===== src/rtl/core_intc_pkg.sv =====
package core_intc_pkg;
  localparam int unsigned XLEN      = 32;
  localparam int unsigned N_LINES   = 8;
  localparam int unsigned FIELD_LSB = 8;
  localparam int unsigned AUX_W     = 2;
  localparam int unsigned DEV_W     = N_LINES - AUX_W;
  localparam int unsigned RAND_W    = 4;
  localparam int unsigned SEL_W     = 3;

  typedef enum logic [SEL_W-1:0] {
    SEL_STATUS  = 3'd0,
    SEL_CAUSE   = 3'd1,
    SEL_COUNT   = 3'd2,
    SEL_COMPARE = 3'd3,
    SEL_RANDOM  = 3'd4
  } reg_sel_e;
endpackage


===== src/rtl/intc_timer.sv =====
module intc_timer #(
  parameter int unsigned W = 32
) (
  input  logic         clk,
  input  logic         rst_n,
  input  logic         tick_i,
  input  logic         cnt_wr_i,
  input  logic         cmp_wr_i,
  input  logic [W-1:0] wdata_i,
  output logic [W-1:0] count_o,
  output logic [W-1:0] compare_o,
  output logic         fire_o
);
  logic [W-1:0] cnt_q, cmp_q, cnt_inc;
  logic         flag_q;

  assign cnt_inc = cnt_q + W'(1);

  always_ff @(posedge clk or negedge rst_n) begin
    if (!rst_n) begin
      cnt_q  <= '0;
      cmp_q  <= '0;
      flag_q <= 1'b0;
    end else begin
      if (cnt_wr_i)     cnt_q <= wdata_i;
      else if (tick_i)  cnt_q <= cnt_inc;
      if (cmp_wr_i)     cmp_q <= wdata_i;
      if (cmp_wr_i)
        flag_q <= 1'b0;
      else if (tick_i && !cnt_wr_i && (cnt_inc == cmp_q))
        flag_q <= 1'b1;
    end
  end

  assign count_o   = cnt_q;
  assign compare_o = cmp_q;
  assign fire_o    = flag_q;


  count_step_chk: assert property (@(posedge clk) disable iff (!rst_n)
    (tick_i && !cnt_wr_i) |=> (cnt_q == $past(cnt_q) + W'(1)));

  cmp_clear_chk: assert property (@(posedge clk) disable iff (!rst_n)
    cmp_wr_i |=> !flag_q);

  flag_sticky_chk: assert property (@(posedge clk) disable iff (!rst_n)
    (flag_q && !cmp_wr_i) |=> flag_q);
endmodule


===== src/rtl/intc_pending.sv =====
module intc_pending #(
  parameter int unsigned N     = 8,
  parameter int unsigned AUX   = 2,
  parameter int unsigned TLINE = 7
) (
  input  logic           clk,
  input  logic           rst_n,
  input  logic [AUX-1:0] aux_i,
  input  logic [N-AUX-1:0] dev_i,
  input  logic           timer_i,
  output logic [N-1:0]   pend_o
);
  logic [N-1:0] line;

  for (genvar i = 0; i < N; i++) begin : g_line
    if (i < AUX) begin : g_aux
      assign line[i] = aux_i[i];
    end else if (i == TLINE) begin : g_tmr
      assign line[i] = dev_i[i-AUX] | timer_i;
    end else begin : g_dev
      assign line[i] = dev_i[i-AUX];
    end
    always_ff @(posedge clk or negedge rst_n) begin
      if (!rst_n) pend_o[i] <= 1'b0;
      else        pend_o[i] <= line[i];
    end
  end


  timer_shows_chk: assert property (@(posedge clk) disable iff (!rst_n)
    timer_i |=> pend_o[TLINE]);

  quiet_clears_chk: assert property (@(posedge clk) disable iff (!rst_n)
    ((aux_i == '0) && (dev_i == '0) && !timer_i) |=> (pend_o == '0));
endmodule


===== src/rtl/intc_gate.sv =====
module intc_gate #(
  parameter int unsigned N = 8
) (
  input  logic         ie_i,
  input  logic [N-1:0] mask_i,
  input  logic [N-1:0] pend_i,
  input  logic         exl_i,
  input  logic         erl_i,
  input  logic         dbg_i,
  output logic         req_o
);
  logic hit, blocked;
  assign hit     = |(mask_i & pend_i);
  assign blocked = exl_i | erl_i | dbg_i;
  assign req_o   = ie_i & hit & ~blocked;
endmodule


===== src/rtl/intc_random.sv =====
module intc_random #(
  parameter int unsigned W = 4
) (
  input  logic         clk,
  input  logic         rst_n,
  output logic [W-1:0] val_o
);
  always_ff @(posedge clk or negedge rst_n) begin
    if (!rst_n) val_o <= '0;
    else        val_o <= val_o + W'(1);
  end
endmodule


===== src/rtl/core_intc.sv =====
module core_intc
  import core_intc_pkg::*;
(
  input  logic                 clk,
  input  logic                 rst_n,
  input  logic [DEV_W-1:0]     dev_irq_i,
  input  logic [AUX_W-1:0]     aux_irq_i,
  input  logic                 tick_i,
  input  logic                 exl_i,
  input  logic                 erl_i,
  input  logic                 dbg_i,
  input  logic                 reg_wr_i,
  input  logic [SEL_W-1:0]     reg_sel_i,
  input  logic [XLEN-1:0]      reg_wdata_i,
  output logic [XLEN-1:0]      reg_rdata_o,
  output logic                 irq_req_o
);
  localparam int unsigned TIMER_LINE = N_LINES - 1;
  localparam int unsigned HI_PAD     = XLEN - FIELD_LSB - N_LINES;

  reg_sel_e            sel;
  logic                ie_q;
  logic [N_LINES-1:0]  mask_q, pend;
  logic [XLEN-1:0]     count, compare;
  logic                fire;
  logic [RAND_W-1:0]   rnd;
  logic                wr_status, wr_count, wr_compare;

  assign sel        = reg_sel_e'(reg_sel_i);
  assign wr_status  = reg_wr_i && (sel == SEL_STATUS);
  assign wr_count   = reg_wr_i && (sel == SEL_COUNT);
  assign wr_compare = reg_wr_i && (sel == SEL_COMPARE);

  always_ff @(posedge clk or negedge rst_n) begin
    if (!rst_n) begin
      ie_q   <= 1'b0;
      mask_q <= '0;
    end else if (wr_status) begin
      ie_q   <= reg_wdata_i[0];
      mask_q <= reg_wdata_i[FIELD_LSB +: N_LINES];
    end
  end

  intc_timer #(.W(XLEN)) u_timer (
    .clk(clk), .rst_n(rst_n), .tick_i(tick_i),
    .cnt_wr_i(wr_count), .cmp_wr_i(wr_compare), .wdata_i(reg_wdata_i),
    .count_o(count), .compare_o(compare), .fire_o(fire)
  );

  intc_pending #(.N(N_LINES), .AUX(AUX_W), .TLINE(TIMER_LINE)) u_pend (
    .clk(clk), .rst_n(rst_n), .aux_i(aux_irq_i), .dev_i(dev_irq_i),
    .timer_i(fire), .pend_o(pend)
  );

  intc_gate #(.N(N_LINES)) u_gate (
    .ie_i(ie_q), .mask_i(mask_q), .pend_i(pend),
    .exl_i(exl_i), .erl_i(erl_i), .dbg_i(dbg_i), .req_o(irq_req_o)
  );

  intc_random #(.W(RAND_W)) u_rand (.clk(clk), .rst_n(rst_n), .val_o(rnd));

  always_comb begin
    case (sel)
      SEL_STATUS:  reg_rdata_o = {{HI_PAD{1'b0}}, mask_q, {(FIELD_LSB-1){1'b0}}, ie_q};
      SEL_CAUSE:   reg_rdata_o = {{HI_PAD{1'b0}}, pend, {FIELD_LSB{1'b0}}};
      SEL_COUNT:   reg_rdata_o = count;
      SEL_COMPARE: reg_rdata_o = compare;
      SEL_RANDOM:  reg_rdata_o = {{(XLEN-RAND_W){1'b0}}, rnd};
      default:     reg_rdata_o = '0;
    endcase
  end


  mode_block_chk: assert property (@(posedge clk) disable iff (!rst_n)
    (exl_i || erl_i || dbg_i) |-> !irq_req_o);

  enable_gate_chk: assert property (@(posedge clk) disable iff (!rst_n)
    !ie_q |-> !irq_req_o);

  mask_gate_chk: assert property (@(posedge clk) disable iff (!rst_n)
    ((mask_q & pend) == '0) |-> !irq_req_o);

  rand_hi_zero_chk: assert property (@(posedge clk) disable iff (!rst_n)
    (sel == SEL_RANDOM) |-> (reg_rdata_o[XLEN-1:RAND_W] == '0));
endmodule


===== config.mk =====
export PLATFORM = sky130hd
export DESIGN_NAME = core_intc
export DESIGN_NICKNAME = d
export VERILOG_FILES = /design/src/rtl/core_intc_pkg.sv /design/src/rtl/intc_timer.sv /design/src/rtl/intc_pending.sv /design/src/rtl/intc_gate.sv /design/src/rtl/intc_random.sv /design/src/rtl/core_intc.sv
export SDC_FILE = /design/constraint.sdc
export NUM_CORES = 1
export LEC_CHECK = 0
export ABC_AREA = 1
export CORE_ASPECT_RATIO = 0.8
export CORE_MARGIN = 5
export CORE_UTILIZATION = 25
export CTS_CLUSTER_SIZE = 16
export DETAILED_ROUTE_END_ITERATION = 10
export DONT_BUFFER_PORTS = 1
export HOLD_SLACK_MARGIN = 0.06
export SETUP_SLACK_MARGIN = 0.3
export SLEW_MARGIN = 25
export SYNTH_ARGS = -nofsm -noshare
export SYNTH_HDL_FRONTEND = slang
export SYNTH_SLANG_ARGS = --single-unit

===== constraint.sdc =====
create_clock -name clk -period 5.3 [get_ports clk]
set_input_delay 0.265 -clock clk [delete_from_list [all_inputs] [get_ports clk]]
set_output_delay 0.265 -clock clk [all_outputs]
set_load 0.005 [all_outputs]

==> summary.md, run 1 <==
| Metric | Value |
|---|---|
| Die Y-Extent | 142 um |
| Largest net degree at the start of global routing | 87 |
| Worst vdd ir | 137 uV |
| Synth cell types | 36 |
| Period utilization | 45.3% |
| H-tree depth | 3 |
| Vias in the first global route | 5197 |
| Synth-to-layout area growth | 18.3% |
| Worst Skew | 0.00851 ns |
| RePlAce Congestion | 0.902 |
| Initial Util | 25.4% |
| Max Slew Vio Count | 0 |
| Hold Path Origin | reg_wdata_i[22] |
| Slew HR | 38.0% |
| First-iteration detailed-routing DRC count | 495 |
| Drt wl/cell | 16.5 um |
| Total GRT Usage | 14.8% |
| Leading cell types in the layout, fill and taps excluded | nand2_1 (281), inv_1 (103), dfrtp_1 (86) |
| Overall Power | 2.10 mW |
| Worst Setup SP | reg_sel_i[2] |
| Clock share of power | 31.9% |
| Cell Pwr Density | 323 nW/um^2 |
| CP endpoint kind | register |
| PnR worst setup slack | 2.90 ns |
| Req. time, crit path | 5.54 ns |
| Clk buf depth | 2 |
| Initial antenna violation count | 0 |
| CTS clk-pin slew, worst paths | 0.07 ns |
| WS Path Type | input port to register |
| Synth Register Bits | 86 |
| Dpl cells | 1056 |
| Dpl ws | 2.57 ns |
| Vias post-DR | 5364 |
| Max_cap viols | 0 |
| Crit path max fanout | 32 |
| Commonest non-fill, non-tap cell in the layout | nand2_1 |
| R2R Path Start | u_timer.count_o[0]$_DFFE_PN0P_ |
| Gr ovfl total | 0 |
| CTS resizes | 0 |
| Flop pwr share | 42.4% |
| Hold Fails Final Rpt | 0 |
| Vias per cell | 4.83 |
| Setup TNS | 0 ns |
| Status | finished, final reports clean |
| Share of layout cells above drive strength 1 | 5.74% |
| Pre-Repair DR Iteration Count | 5 |
| First-pass GRT wire length | 29200 um |
| Mapped Cells | 799 |
| Die area | 25000 um^2 |
| Die Wd | 176 um |
| Synth Net Count | 851 |
| Mapped cell area | 5490 um^2 |
| Final instance area | 6490 um^2 |
| Post-Syn Area per Cell | 6.87 um^2 |
| Skew-Pair Late Insertion Delay | 0.35 ns |
| Post-route DRC violation count | 0 |
| # rows | 48 |
| Antenna Nets Post-Route | 0 |
| Startpoint type of the worst setup path | input port |
| Core area | 21600 um^2 |
| Final Non-Filler Cells | 1111 |
| RSZ-0062 raised after global routing | no |
| I/O pin cnt | 83 |
| TritonCTS clock tree | built |
| Combinational group share of total power | 25.7% |
| Worst hold path class | input port to register |
| Input/output buffers | 0 |
| Final #Nets | 883 |
| P_leak | 2.84 nW |
| Post-Route WL | 18300 um |
| Synth warnings | 0 |
| CTS root buffer | clkbuf_16 |
| Cell Area, Placed | 5770 um^2 |
| Num Clock Sinks | 86 |
| Slew @ Worst Pin | 0.924 ns |
| Period minus WS final | 2.40 ns |
| Switching Share | 35.4% |
| DP HPWL | 13700 um |
| Sequential area share after synthesis | 39.2% |
| P_int | 1.36 mW |
| # diodes | 0 |
| # setup viols final | 0 |
| Num CTS Buffers | 9 |
| Fmax | 417 MHz |
| P_sw | 0.742 mW |
| Critical path arrival | 2.64 ns |
what timing repair did:
item	CTS	global route
endpoints found under the hold margin	144	0
setup buffers	0	0
hold buffers	39	0
sequential cells by signal, indices dropped and copies added (netlist names):
signal             cells
u_timer.compare_o     32
u_timer.count_o       32
mask_q                 8
u_pend.pend_o          8
u_rand.val_o           4
ie_q                   1
u_timer.fire_o         1
per-stage QoR:
stage / util (%) / hold slack, ns
floorplan: - / -0.0306
global placement: 26.8 / -0.0238
detailed placement: 26.8 / -0.0239
CTS: 30.1 / 0.0656
global route: 30.1 / 0.0817
finish: 30.1 / 0.0801
power groups by stage:
stage          clock network [mW]  logic [mW]  registers (mW)
6_report                    0.670       0.538           0.890
3_3_place_gp                    0       0.487           0.899
5_1_grt                     0.707       0.617           0.907
2_1_floorplan                   0       0.397           0.858
4_1_cts                     0.687       0.539           0.887
3_5_place_dp                    0       0.492           0.898
cell type report:
class / instances / area [um^2]
clock buffer: 10 / 239
clock inverter: 6 / 68.8
fill: 2308 / 15100
inverter: 108 / 405
multi-input combinational: 583 / 2840
sequential: 86 / 2150
tap: 275 / 344
timing repair buffer: 43 / 438
Yosys cell counts:
cell type  instances  share of area [%]
a2111oi_0          1               0.16
a21oi_1            6               0.55
a221o_1            1               0.18
a221oi_1           1               0.16
and2_1             2               0.23
buf_1              1              0.068
buf_2              4               0.36
buf_4              2               0.27
clkbuf_1          15                1.0
clkinv_1           1              0.068
dfrtp_1           86                 39
ha_1               2               0.46
inv_1            103                7.0
inv_2              4               0.27
nand2_1          281                 19
nand2_2            5               0.57
nand3_1           69                6.3
nand3_2            1               0.18
nand3b_1           4               0.55
nand4_1            2               0.23
nor2_1            64                4.4
nor2_2             8               0.91
nor2_4             7                1.4
nor3_1             1              0.091
nor4_1             1               0.11
o2111ai_1          2               0.32
o211ai_1          10                1.4
o21ai_0           47                4.3
o21ai_1            3               0.27
o221ai_1          26                4.2
o22ai_1           26                3.0
or2_2              1               0.11
xnor2_1            2               0.32
xnor3_1            1               0.41
xor2_1             8                1.3
xor3_1             1               0.43
cells by family (layout without fill, tap and decap cells):
| group | Yosys count | in the layout | share of synthesized area, % |
|---|---|---|---|
| AO/OA/AOI/OAI | 123 | 123 | 14.4 |
| XOR/XNOR | 12 | 12 | 2.44 |
| adder cells (fa/ha/maj) | 2 | 2 | 0.456 |
| buffers and inverters | 130 | 167 | 9.12 |
| flip-flops | 86 | 86 | 39.2 |
| AND/OR/NAND/NOR | 446 | 446 | 34.3 |
layer usage:
layer | track usage (%) | vias up | part of all wire (%)
met5 | 0 | - | 0
met3 | 3.96 | 19 | 6.1
met2 | 22.7 | 158 | 44
met1 | 20.7 | 2514 | 49
met4 | 4.10 | 0 | 1.5
li1 | - | 2673 | -
path summary, 6_finish.rpt:
| path | depth (start not counted) | to | slack [ns] |
|---|---|---|---|
| min | 2 | u_timer.count_o[22]$_DFFE_PN0P_ | 0.08 |
| max reg2reg | 13 | u_timer.fire_o$_DFFE_PN0P_ | 2.95 |
| min in group asynchronous | 2 | u_rand.val_o[2]$_DFF_PN0_ | 0.47 |
| max in group asynchronous | 2 | u_timer.count_o[24]$_DFFE_PN0P_ | 4.44 |
| min reg2reg | 1 | u_rand.val_o[0]$_DFF_PN0_ | 0.48 |
| max | 8 | u_timer.count_o[21]$_DFFE_PN0P_ | 2.90 |
critical path, cell delays in order:
cell and delay, ns:
inv_2 0.03, nand3_1 0.08, buf_4 0.40, nor2_2 0.05
buf_4 0.26, nor2_2 0.60, inv_1 0.61, o221ai_1 0.33
(Power assumes the default switching activity.)
==> run 2, diff against run 1 <==
Clock period 5.3 ns to 2.5 ns, I/O delays scaled along.
==> summary.md, run 2 (synthesis results as in run 1) <==
| Metric | Value |
|---|---|
| PnR worst setup slack | 0.362 ns |
| Post-route DRC violation count | 0 |
| Die Wd | 176 um |
| First-iteration detailed-routing DRC count | 461 |
| RePlAce Congestion | 0.951 |
| Fill cells | 2304 |
| Initial Util | 25.4% |
| Share of layout cells above drive strength 1 | 14.5% |
| Slew @ Worst Pin | 0.858 ns |
| Final #Nets | 937 |
| Drt wl/cell | 17.1 um |
| Crit path max fanout | 4 |
| Period minus WS final | 2.14 ns |
| Hold Slack | 0.144 ns |
| # diodes | 0 |
| Worst hold path class | input port to register |
| Worst vdd ir | 263 uV |
| Die Y-Extent | 142 um |
| Final instance area | 7060 um^2 |
| Slew HR | 41.3% |
| Hold Fails Final Rpt | 0 |
| Worst Skew | 0.00715 ns |
| Reg2Reg Setup Slack | 0.36 ns |
| Worst Setup SP | u_timer.count_o[1]$_DFFE_PN0P_ |
| Reg2reg end | u_timer.fire_o$_DFFE_PN0P_ |
| Gr ovfl total | 0 |
| Req. time, crit path | 2.79 ns |
| Vias post-DR | 5798 |
| Critical path arrival | 2.43 ns |
| Setup TNS | 0 ns |
| # rows | 48 |
| Initial antenna violation count | 0 |
| Status | finished, final reports clean |
| Post-Route WL | 19900 um |
| DP HPWL | 14900 um |
| R2R Path Start | u_timer.count_o[1]$_DFFE_PN0P_ |
| First-pass GRT wire length | 30900 um |
| Period utilization | 85.5% |
| Max Slew Vio Count | 0 |
| Worst-path cell chain | ha_4, nand2_4, nor2_4, nand3b_1, o21ai_2, and2_4, nor2_1, nor2_1, nand2_1, nor2_4, nand3_2, a21oi_2 |
| Commonest non-fill, non-tap cell in the layout | nand2_1 |
| I/O pin cnt | 83 |
| Clk buf depth | 2 |
| Dpl ws | 0.116 ns |
| Final Non-Filler Cells | 1165 |
| Dpl cells | 1090 |
| Largest net degree at the start of global routing | 87 |
| Num CTS Buffers | 9 |
| CP endpoint kind | register |
| FF-to-FF path depth | 12 |
| Startpoint type of the worst setup path | register |
| CTS root buffer | clkbuf_16 |
| CTS clk-pin slew, worst paths | 0.07 ns |
| WP depth | 12 |
| Skew-Pair Late Insertion Delay | 0.36 ns |
| Vias in the first global route | 5544 |
| TritonCTS clock tree | built |
| CP delay by family, top | simple AND/OR/NAND/NOR gates |
| WS Path Type | register to register |
| # setup viols final | 0 |
| Pre-Repair DR Iteration Count | 5 |
| Max_cap viols | 0 |
| Cell Pwr Density | 642 nW/um^2 |
| RSZ-0062 raised after global routing | yes |
| Synth-to-layout area growth | 28.7% |
| Fmax | 468 MHz |
| Cell Area, Placed | 6050 um^2 |
| CP peak stage delay | 0.41 ns |
| Leading cell types in the layout, fill and taps excluded | nand2_1 (274), inv_1 (103), dfrtp_1 (83) |
| Worst hold stages | 4 |
| Core area | 21600 um^2 |
| Setup crit end | u_timer.fire_o$_DFFE_PN0P_ |
| Antenna Nets Post-Route | 0 |
| Input/output buffers | 0 |
| Num Clock Sinks | 86 |
| H-tree depth | 3 |
| Buf+Inv Stages, Crit Path | 0 |
| Worst path slowest cell | dfrtp_2 |
| Total GRT Usage | 15.8% |
| Vias per cell | 4.98 |
| P_leak | 3.15 nW |
| Die area | 25000 um^2 |
## run 2: cell types whose count changed in the layout (fill, tap and decap cells not counted), sizes merged
cell         delta
buf            +50
dlygate4sd3     +4
clkinv          +2
bufinv          -1
clkbuf          -1
## run 2: worst min-delay path by stage
stage                       from                              end  slack (ns)
after detailed placement   rst_n        u_rand.val_o[2]$_DFF_PN0_       -0.17
final                     tick_i  u_timer.count_o[31]$_DFFE_PN0P_        0.14
after global routing      tick_i  u_timer.count_o[31]$_DFFE_PN0P_        0.18
after CTS                 tick_i  u_timer.count_o[31]$_DFFE_PN0P_        0.13
after floorplan            rst_n                 ie_q$_DFFE_PN0P_       -0.17
after global placement     rst_n        u_rand.val_o[2]$_DFF_PN0_       -0.17
## run 2: layout make-up
cell class | count | area, um^2 | area share, %
multi-input combinational | 583 | 2990 | 42.3
sequential | 86 | 2160 | 30.5
timing repair buffer | 97 | 895 | 12.7
inverter | 108 | 405 | 5.74
tap | 275 | 344 | 4.87
clock buffer | 9 | 225 | 3.19
clock inverter | 7 | 48.8 | 0.691
## run 2: stage by stage
stage | power [mW] | utilization (%)
after floorplan | 2.66 | -
after global placement | 3.02 | 28.1
after detailed placement | 3.03 | 28.1
after CTS | 4.47 | 31.7
after global routing | 4.83 | 32.8
final | 4.54 | 32.8
## run 2: what timing repair did
item	CTS	global route
setup buffers	4	12
resized for setup	9	35
endpoints found under the hold margin	167	0
pin swaps	4	23
endpoints found under the setup margin	1	1
hold buffers	43	0
## run 2: worst reg2reg max path: stages (launching register included)
cell and delay (ns):
dfrtp_2 0.41, ha_4 0.18, nand2_4 0.07, nor2_4 0.18, nand3b_1 0.26, o21ai_2 0.24, and2_4 0.16, nor2_1 0.04
nor2_1 0.10, nand2_1 0.10, nor2_4 0.15, nand3_2 0.09, a21oi_2 0.11
## run 2: layer usage
metal	part of all wire (%)	wire [um]	vias to the layer above	GRT usage, %
met3	7.8	1560	29	3.72
met4	1.6	316	0	4.43
met1	47	9410	2768	22.8
li1	-	-	2779	-
met2	43	8590	222	23.8
met5	0	0	-	0
## run 2: power by group
part | internal, mW | total, mW | switching [mW]
combinational | 0.539 | 1.36 | 0.817
clock | 0.677 | 1.30 | 0.626
sequential | 1.64 | 1.88 | 0.235
